File: config.mk
export PLATFORM = sky130hd
export DESIGN_NAME = i2c_chan_selector
export DESIGN_NICKNAME = d
export VERILOG_FILES = /design/src/rtl/i2c_chan_pkg.sv /design/src/rtl/i2c_line_sampler.sv /design/src/rtl/i2c_target_fsm.sv /design/src/rtl/i2c_chan_ctrl.sv /design/src/rtl/i2c_chan_selector.sv
export SDC_FILE = /design/constraint.sdc
export NUM_CORES = 1
export LEC_CHECK = 0
export CAP_MARGIN = 20
export CORE_MARGIN = 1.5
export CORE_UTILIZATION = 40
export CTS_CLUSTER_DIAMETER = 50
export DETAILED_ROUTE_END_ITERATION = 12
export DONT_BUFFER_PORTS = 1
export PLACE_DENSITY_LB_ADDON = 0.15
export SYNTH_ARGS = -nofsm -noshare
export SYNTH_HDL_FRONTEND = slang
export SYNTH_SLANG_ARGS = --single-unit
export TNS_END_PERCENT = 30
File: constraint.sdc
create_clock -name clk -period 3.4 [get_ports clk]
set_clock_uncertainty 0.2 [all_clocks]
set_input_delay 0.68 -clock clk [delete_from_list [all_inputs] [get_ports clk]]
set_output_delay 0.68 -clock clk [all_outputs]
set_load 0.05 [all_outputs]
File: src/rtl/i2c_chan_pkg.sv
package i2c_chan_pkg;

    typedef enum logic [2:0] {
        ST_IDLE,
        ST_ADDR,
        ST_ADDR_ACK,
        ST_WR_DATA,
        ST_WR_ACK,
        ST_RD_DATA,
        ST_RD_ACK,
        ST_IGNORE
    } tgt_state_e;

    localparam int BYTE_W = 8;
    localparam int DEV_ADDR_W = 7;

endpackage

File: src/rtl/i2c_line_sampler.sv
module i2c_line_sampler #(
    parameter int STAGES = 2
) (
    input  logic clk,
    input  logic rst,
    input  logic scl_i,
    input  logic sda_i,
    output logic scl_lvl,
    output logic sda_lvl,
    output logic scl_rise,
    output logic scl_fall,
    output logic start_det,
    output logic stop_det
);

    typedef struct packed {
        logic [STAGES-1:0] scl_sh;
        logic [STAGES-1:0] sda_sh;
        logic              scl_prev;
        logic              sda_prev;
    } smp_t;

    smp_t smp_d, smp_q;

    always_comb begin
        smp_d          = smp_q;
        smp_d.scl_sh   = {smp_q.scl_sh[STAGES-2:0], scl_i};
        smp_d.sda_sh   = {smp_q.sda_sh[STAGES-2:0], sda_i};
        smp_d.scl_prev = smp_q.scl_sh[STAGES-1];
        smp_d.sda_prev = smp_q.sda_sh[STAGES-1];
    end

    always_ff @(posedge clk) begin
        if (rst) begin
            smp_q <= '1;
        end else begin
            smp_q <= smp_d;
        end
    end

    // Edge and condition pulses use the synchronized level and the one before it
    assign scl_lvl   = smp_q.scl_sh[STAGES-1];
    assign sda_lvl   = smp_q.sda_sh[STAGES-1];
    assign scl_rise  = scl_lvl & ~smp_q.scl_prev;
    assign scl_fall  = ~scl_lvl & smp_q.scl_prev;
    assign start_det = smp_q.scl_prev & scl_lvl & smp_q.sda_prev & ~sda_lvl;
    assign stop_det  = smp_q.scl_prev & scl_lvl & ~smp_q.sda_prev & sda_lvl;

endmodule

File: src/rtl/i2c_target_fsm.sv
module i2c_target_fsm
    import i2c_chan_pkg::*;
#(
    parameter logic [3:0] ADDR_PREFIX = 4'b1110,
    parameter int         NUM_CH      = 4,
    parameter int         SEL_W       = 3,
    localparam int        STRAP_W     = DEV_ADDR_W - 4,
    localparam int        CNT_W       = $clog2(BYTE_W + 1)
) (
    input  logic               clk,
    input  logic               rst,
    input  logic               scl_rise,
    input  logic               scl_fall,
    input  logic               sda_lvl,
    input  logic               start_det,
    input  logic               stop_det,
    input  logic [STRAP_W-1:0] strap,
    input  logic [NUM_CH-1:0]  irq_n,
    input  logic [SEL_W-1:0]   stored_sel,
    output logic               sel_wr_en,
    output logic [SEL_W-1:0]   sel_wr_data,
    output logic               sda_drive
);

    typedef struct packed {
        tgt_state_e        state;
        logic [BYTE_W-1:0] shreg;
        logic [BYTE_W-1:0] txreg;
        logic [CNT_W-1:0]  cnt;
        logic              rw;
        logic              ctl_ack;
        logic              drive;
    } fsm_t;

    fsm_t f_d, f_q;

    logic [BYTE_W-1:0] rd_byte;
    logic              addr_hit;
    logic              byte_done;

    always_comb begin
        rd_byte                          = '0;
        rd_byte[BYTE_W-1 -: NUM_CH]      = ~irq_n;
        rd_byte[SEL_W-1:0]               = stored_sel;
    end

    assign addr_hit  = (f_q.shreg[BYTE_W-1:1] == {ADDR_PREFIX, strap});
    assign byte_done = (f_q.cnt == CNT_W'(BYTE_W));

    always_comb begin
        f_d         = f_q;
        sel_wr_en   = 1'b0;
        sel_wr_data = f_q.shreg[SEL_W-1:0];
        if (start_det) begin
            f_d.state = ST_ADDR;
            f_d.cnt   = '0;
            f_d.drive = 1'b0;
        end else if (stop_det) begin
            f_d.state = ST_IDLE;
            f_d.cnt   = '0;
            f_d.drive = 1'b0;
        end else begin
            unique case (f_q.state)
                ST_ADDR: begin
                    if (scl_rise) begin
                        f_d.shreg = {f_q.shreg[BYTE_W-2:0], sda_lvl};
                        f_d.cnt   = f_q.cnt + 1'b1;
                    end else if (scl_fall && byte_done) begin
                        if (addr_hit) begin
                            f_d.state = ST_ADDR_ACK;
                            f_d.drive = 1'b1;
                            f_d.rw    = f_q.shreg[0];
                        end else begin
                            f_d.state = ST_IGNORE;
                        end
                    end
                end
                ST_ADDR_ACK: begin
                    if (scl_fall) begin
                        f_d.cnt = '0;
                        if (f_q.rw) begin
                            f_d.state = ST_RD_DATA;
                            f_d.txreg = rd_byte;
                            f_d.drive = ~rd_byte[BYTE_W-1];
                        end else begin
                            f_d.state = ST_WR_DATA;
                            f_d.drive = 1'b0;
                        end
                    end
                end
                ST_WR_DATA: begin
                    if (scl_rise) begin
                        f_d.shreg = {f_q.shreg[BYTE_W-2:0], sda_lvl};
                        f_d.cnt   = f_q.cnt + 1'b1;
                    end else if (scl_fall && byte_done) begin
                        sel_wr_en = 1'b1;
                        f_d.state = ST_WR_ACK;
                        f_d.drive = 1'b1;
                    end
                end
                ST_WR_ACK: begin
                    if (scl_fall) begin
                        f_d.state = ST_WR_DATA;
                        f_d.cnt   = '0;
                        f_d.drive = 1'b0;
                    end
                end
                ST_RD_DATA: begin
                    if (scl_rise) begin
                        f_d.cnt = f_q.cnt + 1'b1;
                    end else if (scl_fall) begin
                        if (byte_done) begin
                            f_d.state = ST_RD_ACK;
                            f_d.drive = 1'b0;
                        end else begin
                            f_d.txreg = {f_q.txreg[BYTE_W-2:0], 1'b0};
                            f_d.drive = ~f_q.txreg[BYTE_W-2];
                        end
                    end
                end
                ST_RD_ACK: begin
                    if (scl_rise) begin
                        f_d.ctl_ack = ~sda_lvl;
                    end else if (scl_fall) begin
                        if (f_q.ctl_ack) begin
                            f_d.state = ST_RD_DATA;
                            f_d.cnt   = '0;
                            f_d.txreg = rd_byte;
                            f_d.drive = ~rd_byte[BYTE_W-1];
                        end else begin
                            f_d.state = ST_IGNORE;
                        end
                    end
                end
                default: begin
                    f_d.drive = 1'b0;
                end
            endcase
        end
    end

    always_ff @(posedge clk) begin
        if (rst) begin
            f_q       <= '0;
            f_q.state <= ST_IDLE;
        end else begin
            f_q <= f_d;
        end
    end

    assign sda_drive = f_q.drive;

endmodule

File: src/rtl/i2c_chan_ctrl.sv
module i2c_chan_ctrl #(
    parameter int  IDX_W  = 2,
    localparam int NUM_CH = 1 << IDX_W,
    localparam int SEL_W  = IDX_W + 1
) (
    input  logic              clk,
    input  logic              rst,
    input  logic              wr_en,
    input  logic [SEL_W-1:0]  wr_sel,
    input  logic              stop_det,
    output logic [SEL_W-1:0]  stored_sel,
    output logic [NUM_CH-1:0] chan_en
);

    typedef struct packed {
        logic [SEL_W-1:0] pending;
        logic [SEL_W-1:0] active;
    } sel_t;

    sel_t s_d, s_q;

    always_comb begin
        s_d = s_q;
        if (wr_en) begin
            s_d.pending = wr_sel;
        end
        // Connection changes wait for a stop so every segment sees an idle bus
        if (stop_det) begin
            s_d.active = wr_en ? wr_sel : s_q.pending;
        end
    end

    always_ff @(posedge clk) begin
        if (rst) begin
            s_q <= '0;
        end else begin
            s_q <= s_d;
        end
    end

    assign stored_sel = s_q.pending;

    for (genvar ch = 0; ch < NUM_CH; ch++) begin : g_dec
        assign chan_en[ch] = s_q.active[IDX_W] && (s_q.active[IDX_W-1:0] == IDX_W'(ch));
    end

endmodule

File: src/rtl/i2c_chan_selector.sv
module i2c_chan_selector #(
    parameter logic [3:0] ADDR_PREFIX = 4'b1110,
    parameter int         IDX_W       = 2,
    parameter int         SYNC_STAGES = 2,
    localparam int        NUM_CH      = 1 << IDX_W,
    localparam int        SEL_W       = IDX_W + 1
) (
    input  logic              clk,
    input  logic              rst,
    input  logic              scl_i,
    input  logic              sda_i,
    input  logic [2:0]        strap_i,
    input  logic [NUM_CH-1:0] irq_n_i,
    output logic              sda_drive_o,
    output logic [NUM_CH-1:0] chan_en_o
);

    logic             scl_lvl;
    logic             sda_lvl;
    logic             scl_rise;
    logic             scl_fall;
    logic             start_det;
    logic             stop_det;
    logic             sel_wr_en;
    logic [SEL_W-1:0] sel_wr_data;
    logic [SEL_W-1:0] stored_sel;

    i2c_line_sampler #(
        .STAGES (SYNC_STAGES)
    ) u_sampler (
        .clk       (clk),
        .rst       (rst),
        .scl_i     (scl_i),
        .sda_i     (sda_i),
        .scl_lvl   (scl_lvl),
        .sda_lvl   (sda_lvl),
        .scl_rise  (scl_rise),
        .scl_fall  (scl_fall),
        .start_det (start_det),
        .stop_det  (stop_det)
    );

    i2c_target_fsm #(
        .ADDR_PREFIX (ADDR_PREFIX),
        .NUM_CH      (NUM_CH),
        .SEL_W       (SEL_W)
    ) u_fsm (
        .clk         (clk),
        .rst         (rst),
        .scl_rise    (scl_rise),
        .scl_fall    (scl_fall),
        .sda_lvl     (sda_lvl),
        .start_det   (start_det),
        .stop_det    (stop_det),
        .strap       (strap_i),
        .irq_n       (irq_n_i),
        .stored_sel  (stored_sel),
        .sel_wr_en   (sel_wr_en),
        .sel_wr_data (sel_wr_data),
        .sda_drive   (sda_drive_o)
    );

    i2c_chan_ctrl #(
        .IDX_W (IDX_W)
    ) u_chan (
        .clk        (clk),
        .rst        (rst),
        .wr_en      (sel_wr_en),
        .wr_sel     (sel_wr_data),
        .stop_det   (stop_det),
        .stored_sel (stored_sel),
        .chan_en    (chan_en_o)
    );

endmodule

-- Word-level counts from Yosys, hierarchy flattened
Cells that the tools add are included.
- add/sub/neg operators: 1
- eq/ne operators: 38
- multiplexer cells: 50
- bitwise logic cells: 17
- reductions and logical operators: 21
- operators by type and width (cell ; number):
    two-way mux 11 bit ; 4
    two-way mux 3 bit ; 14
    AND reduction 12 bit ; 3
    two-way mux 7 bit ; 4
    inequality test 4 x 3 -> 1 bit, second input constant ; 7
    inequality test 2 x 1 -> 1 bit, second input constant ; 11
    two-way mux 1 bit ; 21
    one-hot mux 7 bit (3 select lines) ; 1
    one-hot mux 3 bit (6 select lines) ; 1
    inequality test 4 bit, second input constant ; 4
    one-hot mux 4 bit (4 select lines) ; 1
    AND reduction 11 bit ; 1
    inequality test 2 bit, second input constant ; 5
    equality test 3 bit, second input constant ; 3
    NOT 1 bit ; 9
    two-way mux 4 bit ; 2
    AND reduction 4 bit ; 2
    nonzero test 8 bit ; 1
    bitwise AND 1 bit ; 7
    equality test 7 bit ; 1
    AND reduction 7 bit ; 1
    equality test 3 x 2 -> 1 bit, second input constant ; 2
    one-hot mux 1 bit (6 select lines) ; 1
    AND reduction 6 bit ; 1
    14 further kinds ; 20
- register bits: 37
- output and inout port bits: 5

-- Logic depth before layout (Yosys ltp)
Gate-level depths: netlist (run 1).
- word-level depth: 9
- gate-level depth with buffers: 8

-- Cells and area by module
Synthesis (run 1) repeated with hierarchy kept, for this count alone.
- cell total of the unflattened synthesis: 220
- area total of the unflattened synthesis: 1874.3 µm²
- by module, submodules not included (module ; times used ; cells an instance ; area each (µm²)):
    i2c_target_fsm ; 1 ; 178 ; 1436.4
    i2c_chan_ctrl ; 1 ; 26 ; 247.7
    i2c_line_sampler ; 1 ; 16 ; 190.2

-- Worst setup path before layout (run 1)
Ideal clock, no wire load.
- path type: register to output
- from: register u_chan.s_q[2] (netlist name)
- to: output chan_en_o[0]
- data arrival time: 1513 ps
- required time: 2520 ps
- setup slack: 1007 ps
- stages on the path, launching flop included: 2
- cell sequence: dfxtp_1 nor3b_1
- longest elaborated chain between the ends: 1
- RTL lines (element ; line ; text):
    start, declared ; i2c_chan_ctrl.sv:20 ; sel_t s_d, s_q;
    start signal, assigned ; i2c_chan_ctrl.sv:35 ; s_q <= '0;
    start signal, assigned ; i2c_chan_ctrl.sv:37 ; s_q <= s_d;
    logical AND 1 bit ; i2c_chan_ctrl.sv:44 ; assign chan_en[ch] = s_q.active[IDX_W] && (s_q.active[IDX_W-1:0] == IDX_W'(ch));
    end, declared ; i2c_chan_selector.sv:15 ; output logic [NUM_CH-1:0] chan_en_o
No other way between the ends.

-- Final worst setup path (run 1)
- from: register u_chan.s_q[1] (netlist name)
- to: output chan_en_o[2]
- longest elaborated chain between the ends: 2
- RTL lines (element ; line):
    equality test 2 bit ; i2c_chan_ctrl.sv:44
    logical AND 1 bit ; i2c_chan_ctrl.sv:44
No other way between the ends.

==> reports/results.ini, run 1 <==
[global_route]
antenna_found_initial=0
grt_pass1_vias=1377
grt_pass1_wl_um=6330
gr-total-overflow=0
grtUsageTotal_pct=15.3
grt_max_degree=32

[logic_synthesis]
synth_compound_area_share_pct=20.0
synth_cell_types=56
syn-num-nets=234
synth_ff_type=dfxtp_1
yosys.area_share.simple_pct=26.9
synthAdderAreaFrac_pct=1.29
synth_top_family_by_area=simple AND/OR/NAND/NOR gates
ys_ff_latch=37
yosys_warnings=0
synth.mux.area_fraction_pct=5.49
synth-xor-area-share_pct=3.16
postSynthCellCount=221
yosysSeqAreaShare_pct=38.2
synth-edff-count=0
synthArstFlopShare_pct=0
avgSynthCellArea_um2=8.77
syn_area_mm2=0.00194

[outcome]
status=completed

[timing]
tns_ns=0
slew_headroom_pct=41.9
finalHoldViolCount=0
max_freq_mhz=433
rsz0062_at_grt=false
finalCriticalPeriod_ns=2.31
final-setup-viol-count=0
drv_slew=0
tightest_slew_ns=0.868
fin_crit_sh_pct=67.9

[detailed_routing]
drt_iter0_drc=74
wl_met2_um=1640
routed-wl-met3_um=134
drt_wl_total_um=3770
drt-met1-wl_um=1980
ant_nets=0
dr.pass1.iters=5
vias_per_cell=5.51
drc=0
wl_per_cell_um=14.0
vias=1482
routed.top_layer=met4

[clock_network]
cts_hold_buf=0
clock_latency_ns=0.29
post_cts_resized=0
numCtsBuffers=5
cts_root_buffer=clkbuf_8
cts_sinks=37
clockBufferDepth=2
h-tree-depth=2
cts_tree=done
path_clk_slew_ns=0.08
postCtsSetupRepairBufs=0

[placement]
portBuffers=0
gp_routability_congestion=0.777
dp_hpwl_um=2580

[critical_path]
crit_type=flip-flop to primary output
critPathLaunchType=flip-flop
slowest_stage=nor2_1
cp-end-kind=primary output
crit_fanout=5
cp.required_ns=2.52
arrival_ns=1.43
cp_cell_sequence=nand2_1 -> nor2_1
max_stage_delay_ns=0.66

[power_and_ir_drop]
leakage_nw=0.799
p_per_area_mw_per_mm2=431
finalPower_w=0.000882
ir_drop_mv=0.248

[floorplan]
boundaryPins=16
die_h_um=72.6
core_area_mm2=0.00469
die_x_um=72.6
die-area_mm2=0.00527
start_util_pct=41.3
placement_rows=25

[finish]
fillers=477
multi_input_area_mm2=0.00111
antenna_cells=0
drive_gt1_share_pct=14.4
ff_latch_area_um2=741
area_growth_pct=5.55
nNetsFinal=227

[min_path]
min_path_type=flip-flop to flip-flop

[run]
drv_cap=0

## where the power goes
group          internal (W)  switching [W]   total, W
clock network      0.000220       0.000168   0.000387
logic             0.0000186      0.0000221  0.0000408
registers          0.000439      0.0000146   0.000454
## cell usage after synthesis (2+ instances only)
library cell	n	area share (%)
buf_4	2	0.77
mux2i_1	8	4.1
nor2b_1	2	0.65
and3_1	2	0.65
or2_2	8	2.6
a21oi_1	22	5.7
dfxtp_1	37	38
and2_1	2	0.65
a211oi_1	5	1.9
xnor2_1	3	1.4
buf_2	4	1.0
a31oi_1	2	0.65
o21ai_0	4	1.0
nand2b_1	2	0.65
xor2_1	4	1.8
a311oi_1	2	0.90
a21boi_1	2	0.77
o2111ai_1	3	1.4
clkbuf_1	6	1.2
and3b_1	2	0.90
nor2_1	21	4.1
nand2_1	32	6.2
buf_6	2	1.2
inv_1	4	0.77
ha_1	2	1.3
nor3b_1	2	0.77
nand3_1	6	1.5
nand4b_1	2	0.90
## final cells by class
cell class / count / share of cell area [%]
flip-flops and latches: 37 / 36.2
inverters: 4 / 0.734
clock buffers: 5 / 3.36
well taps: 54 / 3.30
multi-input cells: 166 / 54.1
clock inverters: 3 / 2.26
## metal layers
layer,track usage [%],vias up
met5,0,-
met4,3.77,0
met3,4.56,2
met2,23.5,25
met1,21.0,697
li1,-,758
## placed cells by master, fill, tap and decap left out, types with 2 or more instances in the layout
cell type and count:
a211oi_1 5, a21oi_1 22, and2_1 2, a31oi_1 2
nand2_1 32, nor2b_1 2, xnor2_1 3, nor2_1 21
nand3_1 6, nand2b_1 2, and3_1 2, o2111ai_1 3
clkbuf_8 5, xor2_1 4, or2_2 8, inv_1 4
mux2i_1 8, a21boi_1 2, and3b_1 2, o21ai_0 4
dfxtp_1 37, a311oi_1 2, nand4b_1 2, ha_1 2
## logic make-up (layout without fill, tap and decap cells)
group / Yosys count / in the layout
multiplexers: 10 / 10
XOR/XNOR: 7 / 7
adder cells (fa/ha/maj): 2 / 2
AO/OA/AOI/OAI: 53 / 53
flip-flops: 37 / 37
AND/OR/NAND/NOR: 94 / 94
buffers and inverters: 18 / 12
## registers in the layout, indices dropped and copies added (netlist names)
| register | cells |
|---|---|
| u_chan.s_q | 3 |
| u_fsm.sda_drive | 1 |
| u_fsm.f_q | 21 |
| u_sampler.scl_lvl | 1 |
| u_sampler.smp_d | 2 |
| u_fsm.sel_wr_data | 3 |
| u_sampler.sda_lvl | 1 |
| u_sampler.smp_q | 2 |
| u_chan.stored_sel | 3 |
## worst paths after layout
check / from / endpoint / slack, ns / cells after the start
max: u_chan.s_q[1]$_SDFFE_PP0P_ / chan_en_o[2] / 1.09 / 2
min: u_sampler.smp_d[5]$_SDFF_PP1_ / u_sampler.scl_lvl$_SDFF_PP1_ / 0.21 / 1
max reg2reg: u_fsm.f_q[23]$_SDFFE_PP0P_ / u_fsm.f_q[10]$_SDFFE_PP0P_ / 1.09 / 5
min reg2reg: u_sampler.smp_d[5]$_SDFF_PP1_ / u_sampler.scl_lvl$_SDFF_PP1_ / 0.21 / 1
## through the flow
step	setup slack, ns	std cells	hold slack (ns)	cell area, µm²	utilization (%)
finish	1.09	269	0.211	2050	43.6
global route	0.918	269	0.228	2050	43.6
CTS	1.08	269	0.215	2050	43.6
detailed placement	1.14	261	0.196	1930	41.1
global placement	1.17	261	0.191	1930	41.1
floorplan	1.01	221	0.189	1940	-
## worst max-delay path, delay by kind of cell, from the launching register on
| kind | cells | cell delay [ns] |
|---|---|---|
| simple gates | 2 | 0.73 |
| flops | 1 | 0.41 |
Note: power is estimated with default switching activity, not from simulation.
==> run 2: changes to the inputs <==
- ABC_AREA: unset -> 1
- clock period: 3.4 -> 2.1 ns (I/O delays scaled with it)
==> run 2 against run 1 <==
Compared with the run above: global-route usage increased by 3.0 points; final cell count increased by 48%; critical endpoint is now u_fsm.f_q[24]$_SDFFE_PP0P_; largest cell class unchanged; sequential share of layout area is 3.8 points lower; count of clock-buffer cells in the layout increased by 1; sequential power increased by 100%; sequential cell count unchanged.
==> reports/results.ini, run 2 <==
[logic_synthesis]
synthAdderAreaFrac_pct=1.23  ; -0.057 points
synth_cell_types=33  ; -41%
yosysSeqAreaShare_pct=36.5  ; -1.7 points
synth_compound_area_share_pct=12.6  ; -7.4 points
postSynthCellCount=319  ; +44%
avgSynthCellArea_um2=6.36  ; -28%
synth_common_cells=nand2_1, nor2_1, inv_1
yosys_warnings=0  ; unchanged
synth_ff_type=dfxtp_1
synth_top_family_by_area=simple AND/OR/NAND/NOR gates
yosysMostFrequentCell=nand2_1
syn-num-nets=332  ; +42%
synth-edff-count=0  ; unchanged
yosysTopAreaCell=dfxtp_1
synth-xor-area-share_pct=0.432  ; -2.7 points
ys_ff_latch=37  ; unchanged
syn_area_mm2=0.00203  ; +4.6%
synthArstFlopShare_pct=0  ; unchanged
yosys.area_share.simple_pct=38.6  ; +12 points
synth_top_area_share_pct=36.5  ; -1.7 points
netlist_top_cells_area=dfxtp_1, nand2_1, nor2_1, inv_1, o21ai_0
synth.mux.area_fraction_pct=0  ; -5.5 points

[detailed_routing]
ant_nets=0  ; unchanged
drc=0  ; unchanged
wl_per_cell_um=11.4  ; -18%
drt_iter0_drc=105  ; +42%
vias=1886  ; +27%
dr.pass1.iters=4  ; -1
drt_wl_total_um=4550  ; +21%
vias_per_cell=4.74  ; -14%

[critical_path]
r2r_slack_ns=0.21  ; -0.89 ns
cp_common_cell=nand2_1
worst-path-buf-inv=1  ; +1
reg2reg_to=u_fsm.f_q[24]$_SDFFE_PP0P_
critPathLaunchType=flip-flop
crit_type=flip-flop to flip-flop
cp_cell_sequence=inv_2 -> nand2_1 -> nor2_1 -> nand2_1 -> and3_1 -> nand2_1 -> nand2_1 -> nand2_1 -> nor2_1
r2r_cells=9  ; +4
cp.required_ns=2.09  ; -0.43 ns
max_stage_delay_ns=0.38  ; -0.28 ns
r2r_start=u_fsm.f_q[25]$_SDFFE_PP0P_
arrival_ns=1.89  ; +0.46 ns
path_delay_family=simple AND/OR/NAND/NOR gates
slowest_stage=dfxtp_1
cp_num_cells=9  ; +7
crit_fanout=6  ; +1
cp-end-kind=flip-flop

[finish]
drive_gt1_share_pct=13.3  ; -1.1 points
layout_common_cells=nand2_1, nor2_1, inv_1
nNetsFinal=343  ; +51%
largest_register_ffs=21  ; unchanged
largest-register=u_fsm.f_q
fin_cells=398  ; +48%
antenna_cells=0  ; unchanged
final_common_cell=nand2_1
area_growth_pct=12.8
fin_util_pct=47.5  ; +3.9 points

[timing]
finalHoldViolCount=0  ; unchanged
whs_ns=0.0252  ; -0.186 ns
drv_slew=0  ; unchanged
slew_headroom_pct=60.2  ; +18 points
layout_setup_ws_ns=0.207  ; -0.886 ns
max_freq_mhz=528
fin_crit_sh_pct=90.2
finalCriticalPeriod_ns=1.89
tns_ns=0  ; unchanged
tightest_slew_ns=0.597  ; -0.272 ns
final-setup-viol-count=0  ; unchanged
rsz0062_at_grt=false

[global_route]
grt_pass1_wl_um=7600  ; +20%
grtUsageTotal_pct=18.3  ; +3.0 points
antenna_found_initial=0  ; unchanged
grt_max_degree=21  ; -34%
gr-total-overflow=0  ; unchanged
grt_pass1_vias=1698  ; +23%

[clock_network]
h-tree-depth=2  ; unchanged
path_clk_slew_ns=0.08  ; about the same
cts_root_buffer=clkbuf_8
clock_latency_ns=0.29  ; about the same
cts_tree=done
numCtsBuffers=5  ; unchanged
postCtsSetupRepairBufs=0  ; unchanged
cts_sinks=37  ; unchanged
clockBufferDepth=2  ; unchanged

[placement]
portBuffers=0  ; unchanged
gp_routability_congestion=0.861  ; +11%
dp_hpwl_um=3350  ; +30%
place_inst=389  ; +49%
place_worst_setup_slack_ns=0.238  ; -0.899 ns

[floorplan]
die_h_um=74.2  ; +2.2%
start_util_pct=42.1  ; +0.80 points
boundaryPins=16  ; unchanged
core_area_mm2=0.00482  ; +2.7%
die_x_um=74.2  ; +2.2%
die-area_mm2=0.00551  ; +4.5%
placement_rows=25  ; unchanged

[min_path]
min_to=u_sampler.smp_d[5]$_SDFF_PP1_
hold_start=scl_i
min_path_type=input pin to flip-flop
min_delay_path_depth=1  ; unchanged

[outcome]
status=completed

[power_and_ir_drop]
leakage_nw=1.07  ; +34%
ir_drop_mv=0.452  ; +83%
p_per_area_mw_per_mm2=1170  ; +170%

[run]
drv_cap=0  ; unchanged

## run 2: cell count changes in the layout (fill, tap and decap cells not counted), moves of 4 or more
cell      before  now
inv_2          0    5
a21oi_1       22   14
nor2_1        21   51
buf_4          0    9
nor3_1         1    5
or2_2          8    4
inv_1          4   42
nand2_1       32   84
nor2_2         0    7
a211oi_1       5    0
nand3_1        6   11
o21ai_0        4   21
mux2i_1        8    0
o21ai_1        0    7
## run 2: worst max-delay path by stage
stage,start,endpoint,slack (ns)
after floorplan,u_chan.s_q[0]$_SDFFE_PP0P_,chan_en_o[1],0.001
after global placement,u_fsm.f_q[24]$_SDFFE_PP0P_,u_fsm.f_q[7]$_SDFFE_PP0P_,0.24
after detailed placement,u_fsm.f_q[3]$_SDFFE_PP0P_,u_fsm.f_q[7]$_SDFFE_PP0P_,0.24
after CTS,u_fsm.f_q[3]$_SDFFE_PP0P_,u_fsm.f_q[7]$_SDFFE_PP0P_,0.23
after global routing,u_fsm.f_q[25]$_SDFFE_PP0P_,u_fsm.sda_drive$_SDFFE_PP0P_,0.01
final,u_fsm.f_q[25]$_SDFFE_PP0P_,u_fsm.f_q[24]$_SDFFE_PP0P_,0.21
## run 2: per-stage QoR
step / instance area (µm²) / power, W
2_1_floorplan: 2030 / 0.00180
3_3_place_gp: 2150 / 0.00202
3_5_place_dp: 2150 / 0.00201
4_1_cts: 2280 / 0.00267
5_1_grt: 2290 / 0.00290
6_report: 2290 / 0.00268
## run 2: routing by layer
layer | track usage, % | vias to the layer above | share of wire (%)
li1 | - | 1019 | -
met1 | 23.0 | 811 | 47
met2 | 29.6 | 44 | 45
met3 | 4.61 | 12 | 5.1
met4 | 8.44 | 0 | 2.8
met5 | 0 | - | 0
## run 2: cells by family (layout without fill, tap and decap cells)
group                      after synthesis  after routing
and+or+nand+nor                        177            177
buffers and inverters                   54             66
AOI/OAI and AO/OA                       48             48
DFF                                     37             37
adders and majority gates                2              2
xor gates and xnor gates                 1              1
## run 2: cell type report
| class | instances | area (µm²) |
|---|---|---|
| Clock buffer | 6 | 82.6 |
| Sequential cell | 37 | 741 |
| Tap cell | 67 | 83.8 |
| Inverter | 48 | 180 |
| Timing Repair Buffer | 10 | 77.6 |
| Fill cell | 530 | 2530 |
| Multi-Input combinational cell | 228 | 1080 |
| Clock inverter | 2 | 37.5 |
## run 2: repair_timing
action	CTS	global route
endpoints found under the hold margin	3	0
endpoints found under the setup margin	0	1
hold buffers	1	0
resized for setup	0	1
## run 2: where the power goes
group	internal (W)	switching (W)
Sequential	0.000805	0.000110
Clock	0.000386	0.000269
Combinational	0.000378	0.000732
Total	0.00157	0.00111
